File: src/rtl/arom_pkg.sv
package arom_pkg;

    typedef enum logic [1:0] {
        ST_STANDBY = 2'd0,
        ST_IDLE    = 2'd1,
        ST_ACCESS  = 2'd2,
        ST_FLOAT   = 2'd3
    } arom_state_e;

    function automatic int unsigned cyc_ceil(input int unsigned ns, input int unsigned per);
        return (ns + per - 1) / per;
    endfunction

    function automatic int unsigned cyc_max(input int unsigned a, input int unsigned b);
        return (a > b) ? a : b;
    endfunction

endpackage

File: src/rtl/arom_cnt.sv
module arom_cnt #(
    parameter int CW = 6
) (
    input  logic          clk,
    input  logic          rst_n,
    input  logic          load_i,
    input  logic [CW-1:0] val_i,
    output logic          last_o
);

    logic [CW-1:0] cnt_q;

    always_ff @(posedge clk) begin
        if (!rst_n) begin
            cnt_q <= '0;
        end else if (load_i) begin
            cnt_q <= val_i;
        end else if (cnt_q != '0) begin
            cnt_q <= cnt_q - 1'b1;
        end
    end

    assign last_o = (cnt_q == CW'(1));

endmodule

File: src/rtl/arom_dpath.sv
module arom_dpath #(
    parameter int AW = 11,
    parameter int DW = 8
) (
    input  logic          clk,
    input  logic          rst_n,
    input  logic          accept_i,
    input  logic [AW-1:0] addr_i,
    input  logic          capture_i,
    input  logic [DW-1:0] rom_data_i,
    output logic [AW-1:0] rom_addr_o,
    output logic [DW-1:0] rdata_o,
    output logic          rvalid_o
);

    always_ff @(posedge clk) begin
        if (!rst_n) begin
            rom_addr_o <= '0;
            rdata_o    <= '0;
            rvalid_o   <= 1'b0;
        end else begin
            if (accept_i) begin
                rom_addr_o <= addr_i;
            end
            if (capture_i) begin
                rdata_o <= rom_data_i;
            end
            rvalid_o <= capture_i;
        end
    end

endmodule

File: src/rtl/arom_rd_ctrl.sv
module arom_rd_ctrl
    import arom_pkg::*;
#(
    parameter int unsigned CLK_NS     = 10,
    parameter bit          FAST_GRADE = 1'b1,
    parameter int unsigned T_FAST_NS  = 350,
    parameter int unsigned T_STD_NS   = 450,
    parameter int unsigned T_OE_NS    = 120,
    parameter int unsigned T_FLOAT_NS = 100,
    parameter bit          IDLE_EN    = 1'b1,
    parameter int unsigned IDLE_CYC   = 20,
    parameter int          AW         = 11,
    parameter int          DW         = 8
) (
    input  logic          clk,
    input  logic          rst_n,
    input  logic          req_i,
    input  logic [AW-1:0] addr_i,
    output logic          busy_o,
    output logic [DW-1:0] rdata_o,
    output logic          rvalid_o,
    output logic [AW-1:0] rom_addr_o,
    output logic          rom_ce_n_o,
    output logic          rom_oe_n_o,
    input  logic [DW-1:0] rom_data_i
);

    localparam int unsigned T_ACC_NS  = FAST_GRADE ? T_FAST_NS : T_STD_NS;
    localparam int unsigned T_CE_NS   = FAST_GRADE ? T_FAST_NS : T_STD_NS;
    localparam int unsigned OE_CYC    = cyc_ceil(T_OE_NS, CLK_NS);
    localparam int unsigned WAIT_ADDR = cyc_max(cyc_ceil(T_ACC_NS, CLK_NS), OE_CYC);
    localparam int unsigned WAIT_CE   = cyc_max(cyc_ceil(T_CE_NS, CLK_NS), OE_CYC);
    localparam int unsigned FLOAT_RAW = cyc_ceil(T_FLOAT_NS, CLK_NS);
    localparam int unsigned FLOAT_CYC = (FLOAT_RAW == 0) ? 1 : FLOAT_RAW;
    localparam int unsigned TMR_MAX   = cyc_max(cyc_max(WAIT_ADDR, WAIT_CE), FLOAT_CYC);
    localparam int          TW        = $clog2(TMR_MAX + 1);
    localparam int          IW        = $clog2(IDLE_CYC + 1);

    arom_state_e state_q, state_d;

    logic          accept;
    logic          capture;
    logic          tmr_load;
    logic [TW-1:0] tmr_val;
    logic          tmr_last;
    logic          idle_last;

    assign accept  = req_i && ((state_q == ST_STANDBY) || (state_q == ST_IDLE));
    assign capture = (state_q == ST_ACCESS) && tmr_last;

    // One shared timer covers both the access wait and the float interval
    assign tmr_load = accept || capture;
    always_comb begin
        if (accept) begin
            tmr_val = (state_q == ST_STANDBY) ? TW'(WAIT_CE) : TW'(WAIT_ADDR);
        end else begin
            tmr_val = TW'(FLOAT_CYC);
        end
    end

    arom_cnt #(.CW(TW)) u_tmr (
        .clk    (clk),
        .rst_n  (rst_n),
        .load_i (tmr_load),
        .val_i  (tmr_val),
        .last_o (tmr_last)
    );

    generate
        if (IDLE_EN) begin : g_idle
            logic idle_load;
            assign idle_load = (state_d == ST_IDLE) && (state_q != ST_IDLE);
            arom_cnt #(.CW(IW)) u_idle (
                .clk    (clk),
                .rst_n  (rst_n),
                .load_i (idle_load),
                .val_i  (IW'(IDLE_CYC)),
                .last_o (idle_last)
            );
        end else begin : g_no_idle
            assign idle_last = 1'b0;
        end
    endgenerate

    // Next-state logic
    always_comb begin
        state_d = state_q;
        unique case (state_q)
            ST_STANDBY: if (req_i) state_d = ST_ACCESS;
            ST_IDLE: begin
                if (req_i)          state_d = ST_ACCESS;
                else if (idle_last) state_d = ST_STANDBY;
            end
            ST_ACCESS:  if (tmr_last) state_d = ST_FLOAT;
            ST_FLOAT:   if (tmr_last) state_d = ST_IDLE;
            default:    state_d = ST_STANDBY;
        endcase
    end

    // State register
    always_ff @(posedge clk) begin
        if (!rst_n) state_q <= ST_STANDBY;
        else        state_q <= state_d;
    end

    // Output decode
    always_comb begin
        rom_ce_n_o = 1'b0;
        rom_oe_n_o = 1'b1;
        busy_o     = 1'b0;
        unique case (state_q)
            ST_STANDBY: rom_ce_n_o = 1'b1;
            ST_IDLE:    ;
            ST_ACCESS: begin
                rom_oe_n_o = 1'b0;
                busy_o     = 1'b1;
            end
            ST_FLOAT:   busy_o = 1'b1;
            default:    rom_ce_n_o = 1'b1;
        endcase
    end

    arom_dpath #(.AW(AW), .DW(DW)) u_dpath (
        .clk        (clk),
        .rst_n      (rst_n),
        .accept_i   (accept),
        .addr_i     (addr_i),
        .capture_i  (capture),
        .rom_data_i (rom_data_i),
        .rom_addr_o (rom_addr_o),
        .rdata_o    (rdata_o),
        .rvalid_o   (rvalid_o)
    );

endmodule

File: config.mk
export PLATFORM = sky130hd
export DESIGN_NAME = arom_rd_ctrl
export DESIGN_NICKNAME = d
export VERILOG_FILES = /design/src/rtl/arom_pkg.sv /design/src/rtl/arom_cnt.sv /design/src/rtl/arom_dpath.sv /design/src/rtl/arom_rd_ctrl.sv
export SDC_FILE = /design/constraint.sdc
export NUM_CORES = 1
export LEC_CHECK = 0
export ABC_CLOCK_PERIOD_IN_PS = 3800
export BUFFER_PORTS_ARGS = -buffer_cell sky130_fd_sc_hd__buf_2
export CORE_MARGIN = 1.5
export CORE_UTILIZATION = 45
export DETAILED_ROUTE_END_ITERATION = 10
export PLACE_DENSITY = 0.77
export SLEW_MARGIN = 20
export SYNTH_ARGS = -nofsm -noshare
export SYNTH_HDL_FRONTEND = slang
export SYNTH_SLANG_ARGS = --single-unit
File: constraint.sdc
create_clock -name clk -period 3.8 [get_ports clk]
set_input_delay 0.19 -clock clk [delete_from_list [all_inputs] [get_ports clk]]
set_output_delay 0.19 -clock clk [all_outputs]
set_load 0.01 [all_outputs]
==> flow_summary.json, run 1 <==
{
  "track_usage_pct": 19.3,
  "ir_worst_vdd_mv": 0.352,
  "worstSetupStartpointType": "register",
  "place_hpwl_um": 2050,
  "globalRouteOverflowTotal": 0,
  "p_total_mw": 1.20,
  "cts_buffers": 5,
  "final_cells": 240,
  "status": "finished, final reports clean",
  "synth_area_um2": 1380,
  "finalSetupViolations": 0,
  "crit_slowest_cell": "nand4b_1",
  "drtIter0Drc": 34,
  "multi_input_area_um2": 663,
  "antenna-diode-count": 0,
  "core_um2": 2830,
  "period_share_pct": 46.6,
  "start_util_pct": 48.7,
  "gr-usage-met3_pct": 3.96,
  "worstReg2RegEnd": "u_tmr.cnt_q[5]",
  "routabilityCongestion": 0.798,
  "die_area_um2": 3410,
  "postSynthAreaPerCell_um2": 8.36,
  "r2r.worst_path.cells": 3,
  "via_count": 1195,
  "path_class": "register to register",
  "area_growth_pct": 23.6,
  "worstPathRequired_ns": 4.03,
  "slew_viol_final": 0,
  "portBuffers": 44,
  "worst-path-max-fanout": 12,
  "h-tree-depth": 2,
  "utilization_pct": 60.2,
  "dpl.cell_count": 232,
  "gr-usage-met2_pct": 30.8,
  "synth-seq-cells": 33,
  "crit_chain": "nor4_4 -> nand4b_1 -> a41o_1",
  "clk_latency_ns": 0.33,
  "cts_tree": "built",
  "grt_max_degree": 26,
  "cts_hold_buf": 0,
  "crit_arrival_ns": 2.00,
  "slowest_delay_ns": 0.50,
  "synth_cell_types": 32,
  "synth-seq-area-share_pct": 47.9,
  "ios": 45,
  "synth_top_area_cell": "dfxtp_1",
  "cp-end-kind": "register",
  "period_minus_slack_ns": 1.77,
  "worst_pin_slew_ns": 0.960,
  "met1_usage_pct": 24.6,
  "cts-root-buf": "clkbuf_4",
  "cts_sinks": 33,
  "grt_busiest_layer": "met2",
  "grt_pass1_vias": 1134,
  "regArea_um2": 661,
  "min_path_cells": 3,
  "routed_wl_um": 3000,
  "fp.dieH_um": 58.4,
  "tns_ns": 0,
  "ant_nets": 0,
  "min_to": "u_dpath.rom_addr_o[8]",
  "synth_top_area_share_pct": 47.9,
  "clockBufferDepth": 2,
  "final.setup_skew_ns": 0.00428,
  "hold_violations": 0,
  "crit-reg2reg-launch": "u_tmr.cnt_q[2]",
  "fmax_mhz": 564,
  "vias_per_cell": 4.98,
  "synth_nets": 193,
  "clk_pin_slew_worst_paths_ns": 0.10,
  "syn-instance-count": 165,
  "dieWidth_um": 58.4,
  "min_path_type": "input port to register",
  "cts_setup_buffers": 0,
  "drc": 0,
  "rrSetupSlack_ns": 2.03,
  "nNetsFinal": 236,
  "synth.area.top_cells": "dfxtp_1, nand2_1, a21oi_1",
  "max_cap_viol_count": 0,
  "final_layout_size_suffix_gt1_share_pct": 25.8,
  "dr.pass1.iters": 4,
  "p_leak_nw": 0.795,
  "row_count": 19,
  "slew_headroom_pct": 35.9,
  "avgRoutedWirePerCell_um": 12.5,
  "power.density_nw_per_um2": 705,
  "antenna_found_initial": 0,
  "synth_warnings": 0,
  "fill_cells": 284,
  "post_cts_resize_count": 0,
  "min_from": "addr_i[8]",
  "rsz0062_at_grt": "false",
  "grt_pass1_wl_um": 5000
}
[synthesized netlist by cell type]
master,count
nand2_1,44
and4b_1,1
a21oi_1,25
nor2_1,12
nor3_1,2
a211oi_1,1
a41o_1,1
nand4b_1,1
nand2b_1,3
nor2b_1,1
nor2_2,1
or4_1,1
buf_2,2
xor2_1,3
o31a_1,1
o21ai_0,1
buf_4,1
inv_1,5
ha_1,6
nor3b_1,1
dfxtp_1,33
mux2i_1,2
nand4_1,1
nor4_4,1
or2b_1,1
nand3_1,2
clkbuf_1,5
xnor2_1,2
a31o_1,1
nand3b_1,2
o31ai_1,1
a31oi_1,1
[cell type report]
| cell class | count | area share [%] |
|---|---|---|
| Clock inverter | 3 | 3.82 |
| Tap cell | 31 | 2.28 |
| Sequential cell | 33 | 38.8 |
| Clock buffer | 5 | 2.20 |
| Multi-Input combinational cell | 119 | 38.9 |
| Inverter | 5 | 1.10 |
| Timing Repair Buffer | 44 | 12.9 |
[worst max-delay path: cells and delay by family (launching register included)]
kind               cells  cell delay, ns
AOI/OAI and AO/OA      1            0.40
DFF                    1            0.38
and+or+nand+nor        2            0.90
[sequential cells by signal, indices dropped and copies added, names as in the netlist]
signal,count
u_dpath.rom_addr_o,11
u_dpath.rdata_o,8
u_tmr.cnt_q,6
g_idle.u_idle.cnt_q,5
state_q,2
u_dpath.rvalid_o,1
[through the flow]
step / hold slack [ns] / area (um2) / setup slack [ns]
2_1_floorplan: 0.306 / 1380 / 2.45
3_3_place_gp: 0.432 / 1600 / 2.13
3_5_place_dp: 0.437 / 1600 / 2.08
4_1_cts: 0.0680 / 1700 / 2.03
5_1_grt: 0.0729 / 1700 / 1.92
6_report: 0.0806 / 1700 / 2.03
[how the worst max path moves through the flow]
stage              startpoint              to  slack [ns]  depth (start not counted)
6_report       u_tmr.cnt_q[2]  u_tmr.cnt_q[5]        2.03                          3
5_1_grt        u_tmr.cnt_q[2]  u_tmr.cnt_q[5]        1.92                          3
4_1_cts        u_tmr.cnt_q[2]  u_tmr.cnt_q[5]        2.03                          3
3_5_place_dp   u_tmr.cnt_q[2]  u_tmr.cnt_q[5]        2.08                          3
3_3_place_gp   u_tmr.cnt_q[2]  u_tmr.cnt_q[5]        2.13                          3
2_1_floorplan  u_tmr.cnt_q[2]  u_tmr.cnt_q[1]        2.45                          4
[routing by layer]
metal  part of all wire, %  routed length [um]  vias to the layer above
met5                     0                   0                        -
met3                   2.5                  76                        5
met2                    49                1480                       20
met1                    47                1400                      539
met4                   1.7                  50                        0
li1                      -                   -                      631
[kinds of logic after synthesis]
logic type	Yosys count	synth area share (%)
flops	33	47.9
simple gates	74	25.0
compound gates	32	13.0
fa+ha+maj	6	5.44
buf+inv	13	3.99
xor+xnor	5	3.18
mux	2	1.45
[power by group]
group	total (mW)	internal [mW]	switching, mW	leakage [nW]
clock	0.324	0.204	0.120	0.0552
sequential	0.479	0.414	0.0652	0.271
combinational	0.399	0.181	0.217	0.469
[layout by cell type, fill, tap and decap left out, types with 2 or more instances in the layout]
cell type,Yosys,layout
xnor2_1,2,2
nand2b_1,3,3
clkbuf_4,0,5
nor3_1,2,2
xor2_1,3,3
ha_1,6,6
dfxtp_1,33,33
inv_1,5,5
bufinv_16,0,2
nor2_1,12,12
nand3b_1,2,2
nand2_1,44,44
nand3_1,2,2
a21oi_1,25,25
buf_2,2,44
mux2i_1,2,2
No activity file was read; power rests on OpenSTA's default activity.
==> run 2, diff against run 1 <==
--- a/config.mk
+++ b/config.mk
@@ -5,7 +5,7 @@
 export SDC_FILE = /design/constraint.sdc
 export NUM_CORES = 1
 export LEC_CHECK = 0
-export ABC_CLOCK_PERIOD_IN_PS = 3800
+export ABC_CLOCK_PERIOD_IN_PS = 1800
 export BUFFER_PORTS_ARGS = -buffer_cell sky130_fd_sc_hd__buf_2
 export CORE_MARGIN = 1.5
 export CORE_UTILIZATION = 45
==> constraint.sdc (replaced) <==
create_clock -name clk -period 1.8 [get_ports clk]
set_input_delay 0.09 -clock clk [delete_from_list [all_inputs] [get_ports clk]]
set_output_delay 0.09 -clock clk [all_outputs]
set_load 0.01 [all_outputs]
==> run 2 against run 1 <==
Net effect: via count increased by 9.4%; maximum frequency increased by 14%; worst setup slack got worse by 1.8 ns; first-iteration DRC count increased by 91%; critical path depth increased by 1; non-clock buffer count increased by 22; register-to-register slack got worse by 1.8 ns.
==> flow_summary.json, run 2 (synthesis results as in run 1) <==
{
  "status": "finished, final reports clean",
  "area_growth_pct": 35.6,
  "fp.dieH_um": 58.4,
  "grt_pass1_wl_um": 5370,
  "routed_wl_um": 3230,
  "via_count": 1307,
  "row_count": 19,
  "ant_nets": 0,
  "period_minus_slack_ns": 1.56,
  "final_layout_size_suffix_gt1_share_pct": 23.9,
  "drc": 0,
  "finalSetupViolations": 0,
  "crit_slowest_cell": "and4b_1",
  "antenna-diode-count": 0,
  "tns_ns": 0,
  "rrSetupSlack_ns": 0.24,
  "top_regs": "u_dpath.rom_addr_o x11, u_dpath.rdata_o x8, u_tmr.cnt_q x6",
  "worst_pin_slew_ns": 0.885,
  "portBuffers": 44,
  "slowest_delay_ns": 0.49,
  "fmax_mhz": 642,
  "cts_tree": "built",
  "worstReg2RegEnd": "u_dpath.rdata_o[5]",
  "avgRoutedWirePerCell_um": 12.4,
  "grt_max_degree": 15,
  "dieWidth_um": 58.4,
  "h-tree-depth": 2,
  "track_usage_pct": 21.1,
  "place_hpwl_um": 2060,
  "p_leak_nw": 0.864,
  "cp-end-kind": "register",
  "min_to": "state_q[1]",
  "antenna_found_initial": 0,
  "dr.pass1.iters": 4,
  "core_um2": 2830,
  "ir_worst_vdd_mv": 0.752,
  "path_class": "register to register",
  "hold_violations": 0,
  "largest-register": "u_dpath.rom_addr_o",
  "rsz0062_at_grt": "false",
  "period_share_pct": 86.5,
  "clk_pin_slew_worst_paths_ns": 0.10,
  "slew_viol_final": 0,
  "crit-reg2reg-launch": "u_tmr.cnt_q[2]",
  "post_cts_resize_count": 0,
  "final_cells": 261,
  "cts_buffers": 5,
  "largest_reg_flops": 11,
  "power.density_nw_per_um2": 1230,
  "r2r.worst_path.cells": 4,
  "min_path_type": "input port to register",
  "grt_pass1_vias": 1239,
  "crit_arrival_ns": 1.82,
  "routabilityCongestion": 0.790,
  "worstPathRequired_ns": 2.06,
  "vias_per_cell": 5.01,
  "start_util_pct": 48.7,
  "ios": 45,
  "dpl.cell_count": 235,
  "crit_chain": "nor4_4 -> and4b_1 -> nand2_1 -> a21oi_1",
  "cts-root-buf": "clkbuf_4",
  "nNetsFinal": 258,
  "cts_sinks": 33,
  "slew_headroom_pct": 40.9,
  "final.setup_skew_ns": 0.0107,
  "worstSetupStartpointType": "register",
  "die_area_um2": 3410,
  "clk_latency_ns": 0.33,
  "final_cell_mix": "nand2_1, buf_2, dfxtp_1",
  "drtIter0Drc": 65,
  "min_path_cells": 3,
  "globalRouteOverflowTotal": 0,
  "worst-path-max-fanout": 10,
  "clockBufferDepth": 2,
  "max_cap_viol_count": 0,
  "min_from": "req_i"
}
## run 2: changes by cell type in the layout (fill, tap and decap cells not counted)
cell / previous run / this run
buf_4: 0 / 3
bufinv_16: 2 / 0
clkbuf_1: 0 / 1
clkbuf_8: 0 / 1
clkinv_2: 1 / 0
dlygate4sd3_1: 0 / 19
## run 2: where the power goes
group          total (mW)  switching (mW)  internal, mW  leakage (nW)
Clock               0.420           0.236         0.184        0.0314
Sequential           1.01           0.135         0.874         0.271
Combinational       0.873           0.456         0.418         0.562
Total                2.30           0.826          1.48         0.864
## run 2: cell type report
| class | instances | area (um2) |
|---|---|---|
| fill | 235 | 960 |
| multi-input combinational | 119 | 663 |
| sequential | 33 | 661 |
| timing repair buffer | 66 | 433 |
| clock buffer | 7 | 55.1 |
| tap | 31 | 38.8 |
| inverter | 5 | 18.8 |
## run 2: what timing repair did
action                                 4_1_cts  5_1_grt
hold buffers                                19        0
setup buffers                                0        0
endpoints found under the hold margin       19        0
## run 2: worst max-delay path by stage
stage / startpoint / end / slack (ns) / cells past startpoint
final: u_tmr.cnt_q[2] / u_dpath.rdata_o[5] / 0.24 / 4
after global routing: u_tmr.cnt_q[2] / u_dpath.rdata_o[4] / 0.09 / 4
after CTS: u_tmr.cnt_q[2] / u_dpath.rdata_o[5] / 0.23 / 4
after detailed placement: u_tmr.cnt_q[2] / u_dpath.rdata_o[5] / 0.25 / 4
after global placement: u_tmr.cnt_q[2] / u_dpath.rdata_o[5] / 0.29 / 4
after floorplan: u_tmr.cnt_q[2] / u_tmr.cnt_q[1] / 0.45 / 4
## run 2: per-layer routing
metal | GRT usage, % | wire, um | share of wire [%]
met5 | 0 | 0 | 0
met4 | 11.6 | 74 | 2.3
met3 | 7.03 | 143 | 4.4
met2 | 34.0 | 1590 | 49
met1 | 24.5 | 1420 | 44
## run 2: critical path: cells and delay by family (launching register included)
kind	cells	cell delay [ns]
AOI/OAI and AO/OA	1	0.13
and+or+nand+nor	3	0.98
DFF	1	0.37
## run 2: stage by stage
| step | hold slack (ns) | setup slack (ns) | instance area, um2 | util (%) | total power [mW] |
|---|---|---|---|---|---|
| 6_report | 0.00700 | 0.243 | 1870 | 66.1 | 2.30 |
| 3_5_place_dp | 0.336 | 0.253 | 1620 | 57.4 | 1.85 |
| 2_1_floorplan | 0.206 | 0.452 | 1380 | - | 1.66 |
| 4_1_cts | 0.00337 | 0.228 | 1870 | 66.1 | 2.31 |
| 3_3_place_gp | 0.333 | 0.288 | 1620 | 57.4 | 1.85 |
| 5_1_grt | 0.0397 | 0.0922 | 1870 | 66.1 | 2.49 |
